==> config.mk <==
export PLATFORM = sky130hd
export DESIGN_NAME = bridge_fault_sup
export DESIGN_NICKNAME = d
export VERILOG_FILES = /design/src/rtl/bfs_pkg.sv /design/src/rtl/bfs_sync.sv /design/src/rtl/bfs_blank.sv /design/src/rtl/bfs_oc_latch.sv /design/src/rtl/bridge_fault_sup.sv
export SDC_FILE = /design/constraint.sdc
export NUM_CORES = 1
export LEC_CHECK = 0
export BUFFER_PORTS_ARGS = -buffer_cell sky130_fd_sc_hd__buf_2
export CAP_MARGIN = 20
export CORE_MARGIN = 1.5
export CORE_UTILIZATION = 39
export CTS_BUF_LIST = sky130_fd_sc_hd__clkbuf_4 sky130_fd_sc_hd__clkbuf_8 sky130_fd_sc_hd__clkbuf_16
export DETAILED_ROUTE_END_ITERATION = 8
export HOLD_SLACK_MARGIN = 0.05
export RECOVER_POWER = 25
export SLEW_MARGIN = 25
export SYNTH_ARGS = -nofsm -noshare
export SYNTH_HDL_FRONTEND = slang
export SYNTH_SLANG_ARGS = --single-unit
==> constraint.sdc <==
create_clock -name clk -period 1.9 [get_ports clk]
set_input_delay 0.38 -clock clk [delete_from_list [all_inputs] [get_ports clk]]
set_output_delay 0.38 -clock clk [all_outputs]
set_load 0.01 [all_outputs]
==> src/rtl/bfs_pkg.sv <==
package bfs_pkg;
  // ceiling of (amount * clk_hz / scale), never below one
  function automatic int unsigned cycles_for(input longint unsigned amount,
                                             input longint unsigned clk_hz,
                                             input longint unsigned scale);
    longint unsigned prod;
    longint unsigned res;
    prod = amount * clk_hz;
    res  = (prod + scale - 1) / scale;
    if (res == 0) res = 1;
    return int'(res);
  endfunction
endpackage

==> src/rtl/bfs_sync.sv <==
module bfs_sync #(
  parameter int          W      = 1,
  parameter int          STAGES = 2,
  parameter logic [W-1:0] RST_VAL = '0
) (
  input  logic         clk,
  input  logic         rst_n,
  input  logic [W-1:0] d_i,
  output logic [W-1:0] q_o
);
  logic [W-1:0] chain [STAGES];

  generate
    for (genvar s = 0; s < STAGES; s++) begin : g_stage
      always_ff @(posedge clk or negedge rst_n) begin
        if (!rst_n) chain[s] <= RST_VAL;
        else if (s == 0) chain[s] <= d_i;
        else chain[s] <= chain[(s == 0) ? 0 : s-1];
      end
    end
  endgenerate

  assign q_o = chain[STAGES-1];
endmodule

==> src/rtl/bfs_blank.sv <==
module bfs_blank #(
  parameter int NCMD      = 6,
  parameter int BLANK_CYC = 10,
  localparam int CW       = $clog2(BLANK_CYC + 1)
) (
  input  logic            clk,
  input  logic            rst_n,
  input  logic [NCMD-1:0] cmd_i,
  input  logic            oc_i,
  output logic            blank_o,
  output logic            oc_valid_o
);
  logic [NCMD-1:0] cmd_q;
  logic [CW-1:0]   cnt_q;
  logic            sw_edge;

  assign sw_edge = |(cmd_i ^ cmd_q);

  always_ff @(posedge clk or negedge rst_n) begin
    if (!rst_n) begin
      cmd_q <= '1;
      cnt_q <= '0;
    end else begin
      cmd_q <= cmd_i;
      if (sw_edge)
        cnt_q <= CW'(BLANK_CYC);
      else if (cnt_q != '0)
        cnt_q <= cnt_q - 1'b1;
    end
  end

  assign blank_o    = sw_edge || (cnt_q != '0);
  assign oc_valid_o = oc_i && !blank_o;
endmodule

==> src/rtl/bfs_oc_latch.sv <==
module bfs_oc_latch #(
  parameter int REL_CYC = 1000,
  localparam int RW     = $clog2(REL_CYC + 1)
) (
  input  logic clk,
  input  logic rst_n,
  input  logic oc_valid_i,
  input  logic oc_i,
  input  logic lo_idle_i,
  output logic latched_o
);
  logic          lat_q;
  logic [RW-1:0] rel_q;
  logic          qualify;

  assign qualify = !oc_i && lo_idle_i;

  always_ff @(posedge clk or negedge rst_n) begin
    if (!rst_n) begin
      lat_q <= 1'b0;
      rel_q <= '0;
    end else if (oc_valid_i) begin
      lat_q <= 1'b1;
      rel_q <= '0;
    end else if (lat_q) begin
      if (!qualify) begin
        rel_q <= '0;
      end else if (rel_q == RW'(REL_CYC - 1)) begin
        lat_q <= 1'b0;
        rel_q <= '0;
      end else begin
        rel_q <= rel_q + 1'b1;
      end
    end else begin
      rel_q <= '0;
    end
  end

  assign latched_o = lat_q;
endmodule

==> src/rtl/bridge_fault_sup.sv <==
module bridge_fault_sup #(
  parameter longint unsigned CLK_HZ     = 100_000_000,
  parameter int              BLANK_NS   = 100,
  parameter int              RELEASE_US = 10,
  parameter int              SYNC_STAGES = 2,
  parameter int              PH         = 3
) (
  input  logic          clk,
  input  logic          rst_n,
  input  logic          oc_flag_i,
  input  logic          vlogic_uv_i,
  input  logic [PH-1:0] boot_uv_i,
  input  logic [PH-1:0] hi_cmd_n_i,
  input  logic [PH-1:0] lo_cmd_n_i,
  output logic          force_off_o,
  output logic [PH-1:0] hs_off_o,
  output logic          fault_n_o
);
  import bfs_pkg::*;

  localparam int BLANK_CYC = cycles_for(longint'(BLANK_NS), CLK_HZ, 64'd1_000_000_000);
  localparam int REL_CYC   = cycles_for(longint'(RELEASE_US), CLK_HZ, 64'd1_000_000);
  localparam int SW        = 3 * PH + 2;
  localparam logic [SW-1:0] SYNC_RST = {1'b0, 1'b0, {PH{1'b0}}, {PH{1'b1}}, {PH{1'b1}}};

  logic [SW-1:0] raw_in;
  logic [SW-1:0] syn;
  logic          s_oc;
  logic          s_uv;
  logic [PH-1:0] s_hsuv;
  logic [PH-1:0] s_hi_n;
  logic [PH-1:0] s_lo_n;
  logic          lo_idle;
  logic          blank_active;
  logic          oc_valid;
  logic          oc_lat;
  logic          force_off;

  assign raw_in = {oc_flag_i, vlogic_uv_i, boot_uv_i, hi_cmd_n_i, lo_cmd_n_i};

  bfs_sync #(.W(SW), .STAGES(SYNC_STAGES), .RST_VAL(SYNC_RST)) u_sync (
    .clk(clk), .rst_n(rst_n), .d_i(raw_in), .q_o(syn)
  );

  assign {s_oc, s_uv, s_hsuv, s_hi_n, s_lo_n} = syn;
  assign lo_idle = &s_lo_n;

  bfs_blank #(.NCMD(2 * PH), .BLANK_CYC(BLANK_CYC)) u_blank (
    .clk(clk), .rst_n(rst_n), .cmd_i({s_hi_n, s_lo_n}), .oc_i(s_oc),
    .blank_o(blank_active), .oc_valid_o(oc_valid)
  );

  bfs_oc_latch #(.REL_CYC(REL_CYC)) u_latch (
    .clk(clk), .rst_n(rst_n), .oc_valid_i(oc_valid), .oc_i(s_oc),
    .lo_idle_i(lo_idle), .latched_o(oc_lat)
  );

  assign force_off   = oc_lat || s_uv;
  assign force_off_o = force_off;
  assign fault_n_o   = !force_off;

  generate
    for (genvar p = 0; p < PH; p++) begin : g_phase
      assign hs_off_o[p] = force_off || s_hsuv[p];
    end
  endgenerate
endmodule

==> results of run 1 <==
## power breakdown
part / switching [mW] / internal, mW
Clock: 0.280 / 0.271
Sequential: 0.0142 / 0.962
Combinational: 0.0338 / 0.0253
## layout make-up
type | instances | area, um^2
Clock buffer | 6 | 76.3
Clock inverter | 2 | 12.5
Fill cell | 338 | 1950
Inverter | 5 | 18.8
Multi-Input combinational cell | 63 | 410
Sequential cell | 43 | 1100
Tap cell | 48 | 60.1
Timing Repair Buffer | 18 | 90.1
## kinds of logic after synthesis
kind of cell | after synthesis | synth area share
simple gates | 41 | 0.145
compound gates | 5 | 0.0213
flops | 43 | 0.719
fa+ha+maj | 2 | 0.0164
buf+inv | 5 | 0.0123
xor+xnor | 15 | 0.0860
## cell usage in the layout, fill, tap and decap left out
master,synthesis,layout
clkbuf_2,0,1
a21oi_1,1,1
nand2_1,5,5
nor4_2,1,1
nand3_1,2,2
nand4b_1,1,1
nand3_2,1,1
inv_1,5,5
and3_1,1,1
nor2_1,14,14
a211o_1,2,2
nand2b_1,1,1
nand4bb_1,1,1
nand4_1,2,2
dfstp_2,18,18
clkinv_2,0,1
buf_2,0,17
clkbuf_8,0,5
or3_1,4,4
clkinvlp_4,0,1
xnor2_1,8,8
nand3b_1,1,1
nor3_1,4,4
xor2_1,7,7
nor3b_1,1,1
clkbuf_4,0,1
o21ai_0,2,2
and2_1,1,1
dfrtp_1,25,25
ha_1,2,2
or2_2,1,1
## metal layers
layer | routed length, um | share of wire | vias up
met1 | 893 | 0.42 | 434
met3 | 85 | 0.040 | 5
met5 | 0 | 0 | -
met4 | 39 | 0.019 | 0
met2 | 1090 | 0.52 | 16
li1 | - | - | 413
## worst max-delay path, stage by stage, from the launching register on
cell	delay (ns)
dfrtp_1	0.43
or3_1	0.38
buf_2	0.14
## worst paths after layout
path / end / depth (start not counted) / start / slack, ns
max in group asynchronous: u_latch.rel_q[1] / 2 / rst_n / 0.96
hold reg to reg: u_sync.q_o[10] / 0 / u_sync.chain[21] / 0.35
hold / removal: u_sync.chain[12] / 1 / lo_cmd_n_i[1] / 0.19
setup / recovery: hs_off_o[1] / 2 / u_latch.latched_o / 0.29
min in group asynchronous: u_latch.rel_q[5] / 2 / rst_n / 0.34
setup reg to reg: u_blank.cnt_q[1] / 5 / u_blank.cnt_q[0] / 0.35
## through the flow
step | area (um^2) | setup slack, ns
finish | 1770 | 0.288
global route | 1770 | 0.188
CTS | 1770 | 0.265
detailed placement | 1680 | 0.350
global placement | 1680 | 0.473
floorplan | 1530 | 0.504
## registers in the layout, summed over array words and instances, names as in the netlist
signal             flops
u_blank.cmd_q          6
u_blank.cnt_q          4
u_latch.latched_o      1
u_latch.rel_q         10
u_sync.chain          11
u_sync.q_o            11
==> run metrics, run 1 <==
status=complete, no violations; setup bufs post-CTS=0; total number of vias=roughly 870; Initial Utilization=0.411; RSZ-0062 raised after global routing=no; worst skew pair latency=0.28 ns; yosys warns=0; ratio of cells with drive above 1 in the final layout=0.343; met1 Resource Use GR=0.139; core area=~0.0037 mm^2; CTS max path bufs=2; Root Driver=clkbuf_8; Async S/R FF share, synth=1.00; Synth cell types=25; clock transition at the registers of the reported paths=0.08 ns; die area=0.00430 mm^2; CP required=1.52 ns; die span in y=65.6 um; Synth Area per Inst=13.8 um^2; GR met3 Demand/Resource=0.0462; pwr/cell area=897 mW/mm^2; worst-margin pin slew=0.988 ns; I/O pins=18; setup_tns=0 ns; DR WL/cell=11.4 um; row cnt=22; Power, Total=1.59 mW; Worst Setup End Kind=output pin; Synth Register Bits=43; Synth top cells by count=dfrtp_1, dfstp_2, nor2_1, xnor2_1, xor2_1; Yosys top cell by area=dfrtp_1; leak pwr=between 0.7 and 0.8 nW; DR iter-0 viols=39; Tmin final=1.61 ns; peak supply drop=0.570 mV; Slew Limit Fails=0; Most Crowded Layer GR=met2; Post-CTS Hold Fix Bufs=0; Yosys top cell area share=0.410; Post-Syn Area=0.00153 mm^2; max_slew headroom=0.341; Hold Fails Final Rpt=0; hpwl dp=1480 um; first-pass GRT wire length=~3800 um; Resize count post-CTS=0; fin crit share=0.848; met2 usage=0.199; Max Fclk=620 MHz; Total Nets Final=~150; clock tree from TritonCTS=yes; hold crit path type=primary input to flop; vias in the first global route=905; Num CTS Buffers=5; buffers added on ports=17; Syn Inst Count=approximately 110; count leader, synth=dfrtp_1; Max-cap violations=0; vias per cell=4.69; largest net degree at the start of global routing=44; placed cell count=~180; gpl congestion=0.733; Util after Layout=0.475; Worst EP arrival=1.23 ns; Post-synth EDFFs=0; Clock Skews=approximately 0.0037 ns; crit start category=flop; total length of routed wires=roughly 2100 um; Primary FF master, synth=dfrtp_1; Die X=around 66 um; DRT antenna net count=0; GRT overflow=0; final cell count without fillers=185; CP Max Fanout=6; Fin Hold WS=between 0.15 and 0.2 ns; H-tree levels=2; initial antenna violation count=0; CP Class=flop to output pin; diode count=0; syn nets=126; Seq/Total Area, Yosys=0.719; area delta synth->final=15.6%; residual DRC count=0; sinks on the clock net=43; top post-synthesis cells by area=dfrtp_1, dfstp_2, xnor2_1; final setup vio count=0; detailed-router iteration count before antenna repair=4; Total GRT Usage=0.123
(Power assumes the default switching activity.)
==> run 2, diff against run 1 <==
--- a/config.mk
+++ b/config.mk
@@ -5,6 +5,7 @@
 export SDC_FILE = /design/constraint.sdc
 export NUM_CORES = 1
 export LEC_CHECK = 0
+export ABC_AREA = 1
 export BUFFER_PORTS_ARGS = -buffer_cell sky130_fd_sc_hd__buf_2
 export CAP_MARGIN = 20
 export CORE_MARGIN = 1.5
==> constraint.sdc (replaced) <==
create_clock -name clk -period 1.55 [get_ports clk]
set_input_delay 0.31 -clock clk [delete_from_list [all_inputs] [get_ports clk]]
set_output_delay 0.31 -clock clk [all_outputs]
set_load 0.01 [all_outputs]
==> run 2 against run 1 <==
  * Area after synthesis rose by 10%
  * Final cell count rose by 29%
  * Die area rose by 9.6%
  * Sequential power rose by 23%
  * Synthesized cell count rose by 45%
  * Total power rose by 25%
  * Routed wire length rose by 23%
  * Clock-buffer cell count fell by 1
  * Design area rose by 12%
  * Critical path type unchanged
==> run metrics, run 2 <==
H-tree levels=2; Total Nets Final=203; Clock Skews=0.00480 ns; top post-synthesis cells by area=dfrtp_1, dfstp_2, nand2_1; CP Cell Sequence=nor2_2 -> inv_2 -> or2_4 -> buf_6; CP Class=flop to output pin; I/O pins=18; gpl congestion=~0.78; ratio of cells with drive above 1 in the final layout=0.349; Top delay family on crit path=flip-flops; post-synthesis compound-gate area fraction=0.0141; Synth Register Bits=43; syn nets=between 150 and 200; worst skew pair latency=between 0.2 and 0.3 ns; Power, Total=~2.0 mW; Seq/Total Area, Yosys=0.653; final setup margin=0.0107 ns; clock transition at the registers of the reported paths=roughly 0.08 ns; commonest non-fill, non-tap cells in the layout=nand2_1, dfrtp_1, inv_1, nor2_1, dfstp_2; hold crit path type=primary input to flop; DRT antenna net count=0; max_slew headroom=0.714; DR iter-0 viols=36; DR WL/cell=10.8 um; Worst Setup End Kind=output pin; yosys warns=0; detailed-router iteration count before antenna repair=4; critical path buffer and inverter count=2; hpwl dp=about 1900 um; final cell count without fillers=239; vias per cell=4.56; worst-margin pin slew=0.429 ns; CP max-delay cell=dfrtp_1; buffers added on ports=17; total length of routed wires=approximately 2600 um; Max-cap violations=0; Worst EP arrival=around 1.2 ns; Syn Inst Count=~160; Num CTS Buffers=5; Hold Fails Final Rpt=0; largest net degree at the start of global routing=27; diode count=0; crit start category=flop; Slew Limit Fails=0; post-synthesis simple-gate area fraction=0.231; Synth cell types=21; Die X=68.7 um; RSZ-0062 raised after global routing=yes; dpl cell area=0.00185 mm^2; clock tree from TritonCTS=yes; Final Cell Area=slightly below 0.002 mm^2; first-pass GRT wire length=approximately 4700 um; Post-Synth XOR/XNOR Area=0.0312; Yosys top cell area share=0.372; dpl ws=between 0.1 and 0.15 ns; multiplexer share of the synthesized area=0; sinks on the clock net=43; Yosys top cell by area=dfrtp_1; vias in the first global route=1091; Initial Utilization=0.412; Tmin final=1.54 ns; CP required=1.24 ns; row cnt=23; CP Max Fanout=4; Post-synth EDFFs=0; Largest stage delay, worst path=0.39 ns; die area=0.00471 mm^2; Async S/R FF share, synth=1.00; Post-Syn Area=0.00168 mm^2; Util after Layout=0.486; Fillers=380; GRT overflow=0; total number of vias=1090; Root Driver=clkbuf_8; Synth Area per Inst=~10 um^2; fin crit share=0.993; Total GRT Usage=0.137; Primary FF master, synth=dfrtp_1; leak pwr=between 0.9 and 1 nW; most common cell after layout, fill and taps aside=nand2_1; combinational family with the most area after synthesis=simple AND/OR/NAND/NOR gates; initial antenna violation count=0; status=complete, no violations; adder-cell area share of the yosys netlist=0.0149; pwr/cell area=between 900 and 1000 mW/mm^2; CTS max path bufs=2; area delta synth->final=18.2%; peak supply drop=0.681 mV; Max Fclk=650 MHz; placed cell count=between 200 and 250; residual DRC count=0; die span in y=between 60 and 70 um; Synth top cells by count=nand2_1, dfrtp_1, inv_1, nor2_1, dfstp_2; count leader, synth=nand2_1; final setup vio count=0; core area=0.00409 mm^2
==> run 2: stage by stage <==
step           hold WS [ns]  TNS, ns
2_1_floorplan        0.0144        0
3_3_place_gp          0.264        0
3_5_place_dp          0.278        0
4_1_cts              0.0976  -0.0810
5_1_grt              0.0919   -0.185
6_report              0.108        0
==> run 2: final cells by class <==
cell class | instances | area, um^2 | share of cell area
sequential | 43 | 1100 | 0.553
inverter | 25 | 93.8 | 0.0472
timing repair buffer | 20 | 141 | 0.0712
clock buffer | 5 | 68.8 | 0.0346
multi-input combinational | 93 | 502 | 0.253
tap | 50 | 62.6 | 0.0315
clock inverter | 3 | 20.0 | 0.0101
==> run 2: path summary, 6_finish.rpt <==
check	to	startpoint	slack (ns)	cells after the start
max reg2reg	u_blank.cnt_q[1]	u_blank.cnt_q[0]	0.21	7
max in group asynchronous	u_sync.chain[12]	rst_n	0.52	3
min reg2reg	u_sync.q_o[0]	u_sync.chain[11]	0.35	0
min	u_sync.chain[14]	hi_cmd_n_i[0]	0.11	1
max	hs_off_o[1]	u_latch.latched_o	0.01	4
min in group asynchronous	u_blank.cnt_q[2]	rst_n	0.48	2
==> run 2: timing repair <==
action                                 in CTS  in global routing
endpoints found under the hold margin       4                  0
pin swaps                                   1                  1
setup endpoints to repair                   3                  5
gates resized for setup                     5                  4
hold buffers                                1                  0
buffers inserted                            1                  0
==> run 2: cell families after synthesis <==
family / Yosys count
AO/OA/AOI/OAI: 4
XOR/XNOR: 6
adder cells (fa/ha/maj): 2
buffers and inverters: 25
flip-flops: 43
AND/OR/NAND/NOR: 81
==> run 2: per-layer routing <==
layer | GRT usage | routed length, um | share of wire | vias up
met5 | 0 | 0 | 0 | -
met4 | 0.0600 | 55 | 0.021 | 0
met3 | 0.0438 | 102 | 0.039 | 5
met2 | 0.234 | 1310 | 0.50 | 24
met1 | 0.157 | 1130 | 0.43 | 520
li1 | - | - | - | 541
==> run 2: where the power goes <==
| part | switching, mW | leakage (nW) | total (mW) | internal, mW |
|---|---|---|---|---|
| Combinational | 0.0581 | 0.368 | 0.103 | 0.0452 |
| Clock | 0.372 | 0.0402 | 0.685 | 0.313 |
| Sequential | 0.0195 | 0.505 | 1.20 | 1.18 |
| Total | 0.449 | 0.913 | 1.99 | 1.54 |
